[src/rtl/pool_pkg.sv]
// Shared types for the max pooling engine.
// Assumes: four operands per window, indexed in the order a, a+1, a+PITCH, a+PITCH+1.
package pool_pkg;
    localparam int NUM_OPS = 4;

    typedef logic [1:0] op_idx_t;

    typedef enum logic [2:0] {
        ST_IDLE,
        ST_READ,
        ST_DRAIN,
        ST_WRITE,
        ST_PULSE,
        ST_DONE
    } pool_state_t;
endpackage

[src/rtl/pool_scan.sv]
// Window position generator: keeps the row and column of the current window
// and forms the top-left linear address row*PITCH+col.
// Assumes: step is never raised on the last window, so the counters stay in range.
module pool_scan #(
    parameter int PITCH   = 128,
    parameter int VALID_W = 126,
    parameter int VALID_H = 126,
    parameter int ADDR_W  = 14
) (
    input  logic              clk,
    input  logic              rst_n,
    input  logic              clr,
    input  logic              step,
    output logic [ADDR_W-1:0] base,
    output logic              last
);
    localparam int OUT_W = VALID_W - 1;
    localparam int OUT_H = VALID_H - 1;
    localparam int CW    = (OUT_W > 1) ? $clog2(OUT_W) : 1;
    localparam int RW    = (OUT_H > 1) ? $clog2(OUT_H) : 1;

    logic [CW-1:0] col;
    logic [RW-1:0] row;
    logic          at_edge;

    assign at_edge = (col == CW'(OUT_W - 1));
    assign last    = at_edge && (row == RW'(OUT_H - 1));
    assign base    = ADDR_W'(int'(row) * PITCH + int'(col));

    // Advance the window one column, wrapping to the next row at the right edge.
    always_ff @(posedge clk) begin
        if (!rst_n || clr) begin
            col <= '0;
            row <= '0;
        end else if (step) begin
            if (at_edge) begin
                col <= '0;
                row <= row + 1'b1;
            end else begin
                col <= col + 1'b1;
            end
        end
    end

    a_r4_col_in_range: assert property (@(posedge clk) disable iff (!rst_n)
        int'(col) <= OUT_W - 1);
    a_r4_row_in_range: assert property (@(posedge clk) disable iff (!rst_n)
        int'(row) <= OUT_H - 1);
    a_r4_wrap_to_left: assert property (@(posedge clk) disable iff (!rst_n)
        (step && !clr && at_edge) |=> (col == '0));
endmodule

[src/rtl/pool_opbuf.sv]
// Operand bank: holds the four window operands, loading one slot per
// returned read word.
// Assumes: load and idx arrive in the cycle the memory data is valid.
module pool_opbuf
    import pool_pkg::*;
#(
    parameter int DW = 20
) (
    input  logic                       clk,
    input  logic                       rst_n,
    input  logic                       load,
    input  op_idx_t                    idx,
    input  logic [DW-1:0]              din,
    output logic [NUM_OPS-1:0][DW-1:0] ops
);
    for (genvar i = 0; i < NUM_OPS; i++) begin : g_slot
        // Capture the returned word into the slot it was requested for.
        always_ff @(posedge clk) begin
            if (!rst_n)
                ops[i] <= '0;
            else if (load && (idx == op_idx_t'(i)))
                ops[i] <= din;
        end
    end
endmodule

[src/rtl/pool_max4.sv]
// Two-level signed maximum over four operands. On a tie the earlier operand
// is kept (the value is identical).
// Assumes: operands are two's-complement numbers of width DW.
module pool_max4
    import pool_pkg::*;
#(
    parameter int DW = 20
) (
    input  logic [NUM_OPS-1:0][DW-1:0] ops,
    output logic [DW-1:0]              max_o
);
    logic [1:0][DW-1:0] lvl1;

    for (genvar i = 0; i < 2; i++) begin : g_pair
        // First level: pick the larger operand of each pair.
        always_comb begin
            if ($signed(ops[2*i+1]) > $signed(ops[2*i]))
                lvl1[i] = ops[2*i+1];
            else
                lvl1[i] = ops[2*i];
        end
    end

    // Second level: pick the larger of the two pair winners.
    always_comb begin
        if ($signed(lvl1[1]) > $signed(lvl1[0]))
            max_o = lvl1[1];
        else
            max_o = lvl1[0];
    end
endmodule

[src/rtl/max_pool_2x2.sv]
// Stride-1 2x2 max pooling engine. It reads four operands per window through
// a one-cycle-latency port, writes the maximum to the output memory, pulses
// finished after each write and holds done after the last window.
// Assumes: the input and output memories are separate, and rd_data is valid
// exactly one cycle after rd_en.
module max_pool_2x2
    import pool_pkg::*;
#(
    parameter int DW      = 20,
    parameter int PITCH   = 128,
    parameter int VALID_W = 126,
    parameter int VALID_H = 126,
    parameter int ADDR_W  = $clog2(PITCH * VALID_H)
) (
    input  logic              clk,
    input  logic              rst_n,
    input  logic              start,
    output logic              rd_en,
    output logic [ADDR_W-1:0] rd_addr,
    input  logic [DW-1:0]     rd_data,
    output logic              wr_en,
    output logic [ADDR_W-1:0] wr_addr,
    output logic [DW-1:0]     wr_data,
    output logic              finished,
    output logic              done
);
    localparam int IMG_WORDS = PITCH * VALID_H;

    pool_state_t               state;
    op_idx_t                   k;
    logic                      cap_vld;
    op_idx_t                   cap_idx;
    logic [ADDR_W-1:0]         base;
    logic                      last;
    logic                      scan_clr;
    logic                      scan_step;
    logic [NUM_OPS-1:0][DW-1:0] ops;
    logic [ADDR_W-1:0]         op_off;

    assign scan_clr  = start && (state == ST_IDLE || state == ST_DONE);
    assign scan_step = (state == ST_PULSE) && !last;

    assign op_off   = (k[1] ? ADDR_W'(PITCH) : '0) + ADDR_W'(k[0]);
    assign rd_en    = (state == ST_READ);
    assign rd_addr  = base + op_off;
    assign wr_en    = (state == ST_WRITE);
    assign wr_addr  = base;
    assign finished = (state == ST_PULSE);
    assign done     = (state == ST_DONE);

    pool_scan #(
        .PITCH(PITCH), .VALID_W(VALID_W), .VALID_H(VALID_H), .ADDR_W(ADDR_W)
    ) u_scan (
        .clk(clk), .rst_n(rst_n), .clr(scan_clr), .step(scan_step),
        .base(base), .last(last)
    );

    pool_opbuf #(.DW(DW)) u_opbuf (
        .clk(clk), .rst_n(rst_n), .load(cap_vld), .idx(cap_idx),
        .din(rd_data), .ops(ops)
    );

    pool_max4 #(.DW(DW)) u_max (.ops(ops), .max_o(wr_data));

    // Sequence each window: four reads, drain the last return, write, pulse.
    always_ff @(posedge clk) begin
        if (!rst_n) begin
            state <= ST_IDLE;
            k     <= '0;
        end else begin
            case (state)
                ST_IDLE, ST_DONE: if (start) begin
                    state <= ST_READ;
                    k     <= '0;
                end
                ST_READ: begin
                    k <= k + 1'b1;
                    if (k == op_idx_t'(NUM_OPS - 1)) state <= ST_DRAIN;
                end
                ST_DRAIN: state <= ST_WRITE;
                ST_WRITE: state <= ST_PULSE;
                ST_PULSE: begin
                    k     <= '0;
                    state <= last ? ST_DONE : ST_READ;
                end
                default: state <= ST_IDLE;
            endcase
        end
    end

    // Tag the read issued this cycle so its data is captured one cycle later.
    always_ff @(posedge clk) begin
        if (!rst_n) begin
            cap_vld <= 1'b0;
            cap_idx <= '0;
        end else begin
            cap_vld <= rd_en;
            cap_idx <= k;
        end
    end

    a_r6_fin_after_wr: assert property (@(posedge clk) disable iff (!rst_n)
        wr_en |=> finished);
    a_r6_fin_single: assert property (@(posedge clk) disable iff (!rst_n)
        finished |=> !finished);
    a_r7_done_holds: assert property (@(posedge clk) disable iff (!rst_n)
        (done && !start) |=> done);
    a_r7_quiet_when_done: assert property (@(posedge clk) disable iff (!rst_n)
        done |-> (!wr_en && !rd_en));
    a_r2_rd_in_region: assert property (@(posedge clk) disable iff (!rst_n)
        rd_en |-> (int'(rd_addr) < IMG_WORDS));
    a_r2_data_captured: assert property (@(posedge clk) disable iff (!rst_n)
        rd_en |=> cap_vld);
endmodule

[config.mk]
export PLATFORM = sky130hd
export DESIGN_NAME = max_pool_2x2
export DESIGN_NICKNAME = d
export VERILOG_FILES = /design/src/rtl/pool_pkg.sv /design/src/rtl/pool_scan.sv /design/src/rtl/pool_opbuf.sv /design/src/rtl/pool_max4.sv /design/src/rtl/max_pool_2x2.sv
export SDC_FILE = /design/constraint.sdc
export NUM_CORES = 1
export LEC_CHECK = 0
export CAP_MARGIN = 20
export CORE_MARGIN = 5
export CORE_UTILIZATION = 65
export CTS_BUF_LIST = sky130_fd_sc_hd__clkbuf_8
export CTS_CLUSTER_SIZE = 30
export DETAILED_ROUTE_END_ITERATION = 10
export GPL_ROUTABILITY_DRIVEN = 1
export PLACE_DENSITY = 0.89
export SETUP_SLACK_MARGIN = 0.02
export SLEW_MARGIN = 20
export SYNTH_ARGS = -nofsm -noshare
export SYNTH_HDL_FRONTEND = slang
export SYNTH_HIERARCHICAL = 1
export SYNTH_SLANG_ARGS = --single-unit
export TNS_END_PERCENT = 10
[constraint.sdc]
create_clock -name clk -period 10 [get_ports clk]
set_input_delay 1.5 -clock clk [delete_from_list [all_inputs] [get_ports clk]]
set_output_delay 1.5 -clock clk [all_outputs]
set_load 0.05 [all_outputs]
==> results of run 1 <==
==> metrics by stage <==
step                      hold slack [ps]  instances  utilization, %
after detailed placement            487.0       1262           72.66
final                               499.6       1279           74.46
after floorplan                     461.5       1072               -
after CTS                           501.3       1278           74.14
after global placement              474.1       1262           72.66
after global routing                525.7       1279           74.46
==> worst max-delay path by stage <==
| stage | endpoint | slack, ps | cells after the start |
|---|---|---|---|
| after global placement | wr_data[18] | 2680 | 17 |
| after global routing | wr_data[18] | 1710 | 15 |
| final | wr_data[18] | 2050 | 15 |
| after floorplan | wr_data[0] | 4110 | 18 |
| after detailed placement | wr_data[18] | 2520 | 16 |
| after CTS | wr_data[18] | 2060 | 17 |
==> critical path, stage by stage (launching register included) <==
cell and delay, ps:
sky130_fd_sc_hd__dfxtp_1 390, sky130_fd_sc_hd__inv_1 80, sky130_fd_sc_hd__ha_2 350, sky130_fd_sc_hd__buf_4 610
sky130_fd_sc_hd__a21boi_0 500, sky130_fd_sc_hd__a2111o_1 720, sky130_fd_sc_hd__a21oi_1 100, sky130_fd_sc_hd__nor3_2 290
sky130_fd_sc_hd__ha_1 230, sky130_fd_sc_hd__nand4_1 150, sky130_fd_sc_hd__nor4_2 430, sky130_fd_sc_hd__o211ai_1 150
sky130_fd_sc_hd__nand4_1 130, sky130_fd_sc_hd__mux2_2 590, sky130_fd_sc_hd__mux2i_1 410, sky130_fd_sc_hd__clkdlybuf4s50_1 880
==> cells by family (layout without fill, tap and decap cells) <==
kind of cell	Yosys count	after routing	share of synthesized area, %
AND/OR/NAND/NOR	439	439	31.16
AO/OA/AOI/OAI	207	207	14.04
buffers and inverters	140	175	7.385
adder cells (fa/ha/maj)	68	68	9.984
multiplexers	105	105	12.35
flip-flops	102	102	23.96
XOR/XNOR	11	11	1.130
==> synth_stat cells (9+ instances only) <==
cell type                  instances  area (µm²)
sky130_fd_sc_hd__nand2_1         130       488.0
sky130_fd_sc_hd__a21oi_1         106       530.5
sky130_fd_sc_hd__mux2i_1         104        1041
sky130_fd_sc_hd__dfxtp_1         102        2042
sky130_fd_sc_hd__nand2b_1         87       544.3
sky130_fd_sc_hd__nand3_1          75       375.4
sky130_fd_sc_hd__inv_1            71       266.5
sky130_fd_sc_hd__ha_1             68       850.8
sky130_fd_sc_hd__o22ai_1          42       262.8
sky130_fd_sc_hd__nor3_2           39       390.4
sky130_fd_sc_hd__buf_2            26       130.1
sky130_fd_sc_hd__clkbuf_1         25       93.84
sky130_fd_sc_hd__nand3_2          21       210.2
sky130_fd_sc_hd__o21ai_0          21       105.1
sky130_fd_sc_hd__nand4_1          17       106.4
sky130_fd_sc_hd__nor2b_1          10       62.56
sky130_fd_sc_hd__buf_4             9       67.56
sky130_fd_sc_hd__nor2_1            9       33.78
==> registers in the layout, indices dropped and copies added (netlist names) <==
name         count
cap_vld          1
k                2
u_scan/col       7
state            3
u_opbuf/ops     80
cap_idx          2
u_scan/row       7
==> power by group <==
part | switching (mW) | internal, mW
Combinational | 0.181 | 0.0978
Sequential | 0.00731 | 0.412
Clock | 0.167 | 0.0963
==> final cells by class <==
| class | count | share of cell area [%] |
|---|---|---|
| inverter | 71 | 2.813 |
| clock buffer | 9 | 1.308 |
| clock inverter | 7 | 0.6868 |
| multi-input combinational | 830 | 62.25 |
| tap | 172 | 2.272 |
| timing repair buffer | 88 | 9.114 |
| sequential | 102 | 21.56 |
==> layer usage <==
metal | vias to the layer above | part of all wire (%)
li1 | 3865 | -
met1 | 3809 | 43
met2 | 317 | 47
met3 | 50 | 6.7
met4 | 0 | 3.5
met5 | - | 0
==> results.cfg, run 1 <==
[outcome]
run_status = finished, final reports clean

[hold_path]
min_to = u_opbuf/ops[8]$_SDFFE_PN0P_
min_from = u_opbuf/ops[8]$_SDFFE_PN0P_
worst_hold_path_type = flop to flop
hold_path_depth = 2

[worst_setup_path]
timing.critical_path.from_type = flop
setup.worst_path.start = u_opbuf/ops[19]$_SDFFE_PN0P_
r2r.worst_path.cells = 8
critical_path.endpoint_type = output pin
timing.rr.end = u_scan/col[0]$_SDFFE_PP0P_
crit_path_max_fanout = 81
crit_arrival_ps = 6450
regToRegStartpoint = u_scan/row[1]$_SDFFE_PP0P_
critPathRequiredTime_ps = 8500
reg2reg_slack_ps = 7060
worst_setup_path_class = flop to output pin

[clock_network]
post-cts-setup-buffers = 0
cts-hold-fix-buffers = 0
cts_max_level = 3
cts_root_buffer = sky130_fd_sc_hd__clkbuf_8
clkSinkCount = 102
clk_pin_slew_worst_paths_ps = 110
post_cts_resized = 0
cts_inserted_buffers = 9
worstSkewPairLatency_ps = 400
cts-root-to-sink-buffers = 2
cts_tree = yes

[timing]
timing.final.crit_share_pct = 79.54
hold_viol_final = 0
layout_min_cycle_time_ps = 7954
grt_setup_unrepaired = no
totalNegativeSetupSlack_ps = 0
finalSetupViolCount = 0
final_setup_margin_ps = 2046
final_max_slew_viol_count = 0
worst_pin_slew_ps = 926.5
clock_skew_ps = 12.16
fmaxAchievable_ghz = 0.1257
max_slew_margin_pct = 38.23

[global_routing]
gr_util_all_layers_pct = 28.44
global_route.usage.met1_pct = 36.52
grt_max_degree = 82
gr-usage-met3_pct = 6.304
grt_overflow_total = 0
grt_pass1_vias = 7603
grt_use_met2_pct = 46.63
antenna_found_initial = 0
grt_first_pass_wirelength_um = 37430
most_crowded_layer_gr = met2

[synth]
synth_async_sr_flop_share_pct = 0
yosysWarnings = 6
syn_avg_cell_area_um2 = 7.950
seq_area_frac_synth_pct = 23.96
postSynth.topFlopCell = sky130_fd_sc_hd__dfxtp_1
synth.cell_area_um2 = 8522
netlist_instances = 1072
synth-edff-count = 0
ys_ff_latch = 102
synth_cell_types = 59
synthesized_nets = 1163

[layout]
area_growth_pct = 11.16
final-seq-area_um2 = 2042
fillCellCount = 1007
post_route_cells_drive_above_1_share_pct = 10.12
layout.cells.most_common_list = 130 x sky130_fd_sc_hd__nand2_1, 106 x sky130_fd_sc_hd__a21oi_1, 104 x sky130_fd_sc_hd__mux2i_1
postLayoutCellArea_um2 = 9473
final_nets = 1193
mostFrequentLayoutCell = sky130_fd_sc_hd__nand2_1
multiInputGateArea_um2 = 5897
num_antenna_cells = 0

[placed_design]
placement.io_buffers = 74
placement.setup.worst_slack_ps = 2518
place_area_um2 = 9244
dp_hpwl_um = 15770
place_congestion = 0.8612

[floorplanning]
rows = 41
die-height_um = 124.5
io-pin-count = 75
die-area_um2 = 15500
die_x_um = 124.5
placeableCoreArea_um2 = 12720
initial_core_utilization_pct = 66.98

[drt]
vias = 8041
drt.antenna.violating_nets = 0
drt_first_pass_iters = 6
routed_via_density = 6.287
drc = 0
routed_length_per_instance_um = 17.65
route.final.wire_length_um = 22570
initialDrtViolationCount = 879

[power_and_ir_drop]
powerDensity_nw_per_um2 = 101.5
finalPower_uw = 961.5
power.leakage_nw = 3.713
irDropWorstVdd_uv = 102.4

[flow_run]
cap_viol_max_count = 0
(Power assumes the default switching activity.)
==> run 2, diff against run 1 <==
--- a/config.mk
+++ b/config.mk
@@ -7,12 +7,12 @@
 export LEC_CHECK = 0
 export CAP_MARGIN = 20
 export CORE_MARGIN = 5
-export CORE_UTILIZATION = 65
+export CORE_UTILIZATION = 61
 export CTS_BUF_LIST = sky130_fd_sc_hd__clkbuf_8
 export CTS_CLUSTER_SIZE = 30
 export DETAILED_ROUTE_END_ITERATION = 10
 export GPL_ROUTABILITY_DRIVEN = 1
-export PLACE_DENSITY = 0.89
+export PLACE_DENSITY = 0.85
 export SETUP_SLACK_MARGIN = 0.02
 export SLEW_MARGIN = 20
 export SYNTH_ARGS = -nofsm -noshare
==> constraint.sdc (replaced) <==
create_clock -name clk -period 8.2 [get_ports clk]
set_input_delay 1.23 -clock clk [delete_from_list [all_inputs] [get_ports clk]]
set_output_delay 1.23 -clock clk [all_outputs]
set_load 0.05 [all_outputs]
==> results.cfg, run 2 (synthesized netlist as in run 1, its figures left out) <==
[global_routing]
antenna_found_initial = 0
grt_max_degree = 82
gr_util_all_layers_pct = 27.00
grt_overflow_total = 0
grt_first_pass_wirelength_um = 36330
grt_pass1_vias = 7507

[floorplanning]
rows = 43
initial_core_utilization_pct = 61.87
placeableCoreArea_um2 = 13770
die-height_um = 128.2
die-area_um2 = 16430
io-pin-count = 75
die_x_um = 128.2

[timing]
clock_skew_ps = 14.79
finalSetupViolCount = 0
final_max_slew_viol_count = 0
max_slew_margin_pct = 45.88
grt_setup_unrepaired = no
final_setup_margin_ps = 492.2
worst_pin_slew_ps = 811.7
totalNegativeSetupSlack_ps = 0
layout_min_cycle_time_ps = 7708
hold_viol_final = 0
timing.final.crit_share_pct = 94.00
fmaxAchievable_ghz = 0.1297

[placed_design]
place_inst = 1274
place_congestion = 0.8708
placement.io_buffers = 74
place_area_um2 = 9284
placement.setup.worst_slack_ps = 1111
dp_hpwl_um = 15920

[worst_setup_path]
worst_setup_path_class = flop to output pin
critical_path.endpoint_type = output pin
worst_path_max_delay_cell = sky130_fd_sc_hd__clkdlybuf4s50_1
r2r.worst_path.cells = 8
worstPathCellList = inv_1 -> ha_2 -> buf_4 -> a21boi_0 -> a2111o_1 -> a21oi_1 -> nor3_2 -> inv_1 -> ha_1 -> nand2_1 -> nor4_2 -> o211ai_1 -> nand4_1 -> mux2_2 -> mux2i_1 -> clkdlybuf4s50_1
kind_of_cell_adding_the_most_delay_to_the_critical_path = buffers and inverters
crit_arrival_ps = 6480
critical_path_depth = 16
crit_path_max_fanout = 81
most_common_cell_type_on_the_critical_path = sky130_fd_sc_hd__inv_1
timing.critical_path.from_type = flop
worstPathBufferInverterCount = 4
critPathRequiredTime_ps = 6970
critical_path.max_stage_delay_ps = 900

[drt]
drt_first_pass_iters = 8
drc = 0
routed_length_per_instance_um = 17.22
vias = 7940
drt.antenna.violating_nets = 0
route.final.wire_length_um = 22220
initialDrtViolationCount = 636
routed_via_density = 6.155

[clock_network]
cts-hold-fix-buffers = 0
post-cts-setup-buffers = 0
cts-root-to-sink-buffers = 2
post_cts_resized = 0
cts_max_level = 3
clkSinkCount = 102
clk_pin_slew_worst_paths_ps = 100
cts_tree = yes
worstSkewPairLatency_ps = 400
cts_root_buffer = sky130_fd_sc_hd__clkbuf_8
cts_inserted_buffers = 9

[layout]
post_route_cells_drive_above_1_share_pct = 10.27
area_growth_pct = 11.45
regMostFlops = u_opbuf/ops
num_antenna_cells = 0
final_util_pct = 68.96
layout.cells.most_common_list = 130 x sky130_fd_sc_hd__nand2_1, 106 x sky130_fd_sc_hd__a21oi_1, 104 x sky130_fd_sc_hd__mux2i_1
postLayoutCellArea_um2 = 9498
final_nets = 1196
largest_reg_flops = 80
top_flop_regs = u_opbuf/ops (80), u_scan/col (7), u_scan/row (7)
mostFrequentLayoutCell = sky130_fd_sc_hd__nand2_1
final_cell_count_no_fill = 1290

[hold_path]
worst_hold_path_type = flop to flop
hold_path_depth = 2

[power_and_ir_drop]
irDropWorstVdd_uv = 85.80
power.leakage_nw = 3.734
powerDensity_nw_per_um2 = 126.4

[flow_run]
cap_viol_max_count = 0

[outcome]
run_status = finished, final reports clean
-- run 2: changes by cell type in the layout (fill, tap and decap cells not counted), sizes merged --
cell | previous run | this run
buf | 15 | 18
bufinv | 0 | 2
inv | 74 | 72
-- run 2: final cells by class --
cell class	instances	area, µm²
clock buffers	9	123.9
clock inverters	7	90.09
fillers	1139	4275
inverters	71	266.5
multi-input cells	830	5884
flip-flops and latches	102	2042
well taps	180	225.2
repair buffers	91	865.8
-- run 2: layer usage --
| metal | routed length, µm | global-route usage (%) |
|---|---|---|
| met4 | 1170 | 15.11 |
| met5 | 0 | 0 |
| met2 | 9916 | 42.29 |
| met3 | 1386 | 4.500 |
| met1 | 9747 | 35.17 |
-- run 2: stage by stage --
step                power, mW  hold slack [ps]
finish                  1.201            497.0
global route            1.240            519.8
global placement       0.8489            476.7
floorplan              0.7766            461.5
detailed placement     0.8543            484.0
CTS                     1.202            498.2
-- run 2: worst register-to-register path, cell delays in order, from the launching register on --
cell and delay [ps]:
sky130_fd_sc_hd__dfxtp_1 630, sky130_fd_sc_hd__inv_1 150, sky130_fd_sc_hd__ha_1 210, sky130_fd_sc_hd__nand2_1 60, sky130_fd_sc_hd__nor4_1 70, sky130_fd_sc_hd__nor2b_1 520
sky130_fd_sc_hd__nand4_2 450, sky130_fd_sc_hd__o21ai_0 570, sky130_fd_sc_hd__nor2_1 110
-- run 2: worst paths after layout --
check | startpoint | endpoint | slack (ps)
hold / removal | u_opbuf/ops[54]$_SDFFE_PN0P_ | u_opbuf/ops[54]$_SDFFE_PN0P_ | 500
setup reg to reg | u_scan/row[1]$_SDFFE_PP0P_ | u_scan/col[0]$_SDFFE_PP0P_ | 5320
hold reg to reg | u_opbuf/ops[54]$_SDFFE_PN0P_ | u_opbuf/ops[54]$_SDFFE_PN0P_ | 500
setup / recovery | u_opbuf/ops[59]$_SDFFE_PN0P_ | wr_data[16] | 490
-- run 2: where the power goes --
group,leakage [nW],internal (mW),total (mW),switching (mW)
Clock,0.110,0.170,0.352,0.182
Combinational,2.80,0.119,0.338,0.219
Sequential,0.824,0.502,0.511,0.00888
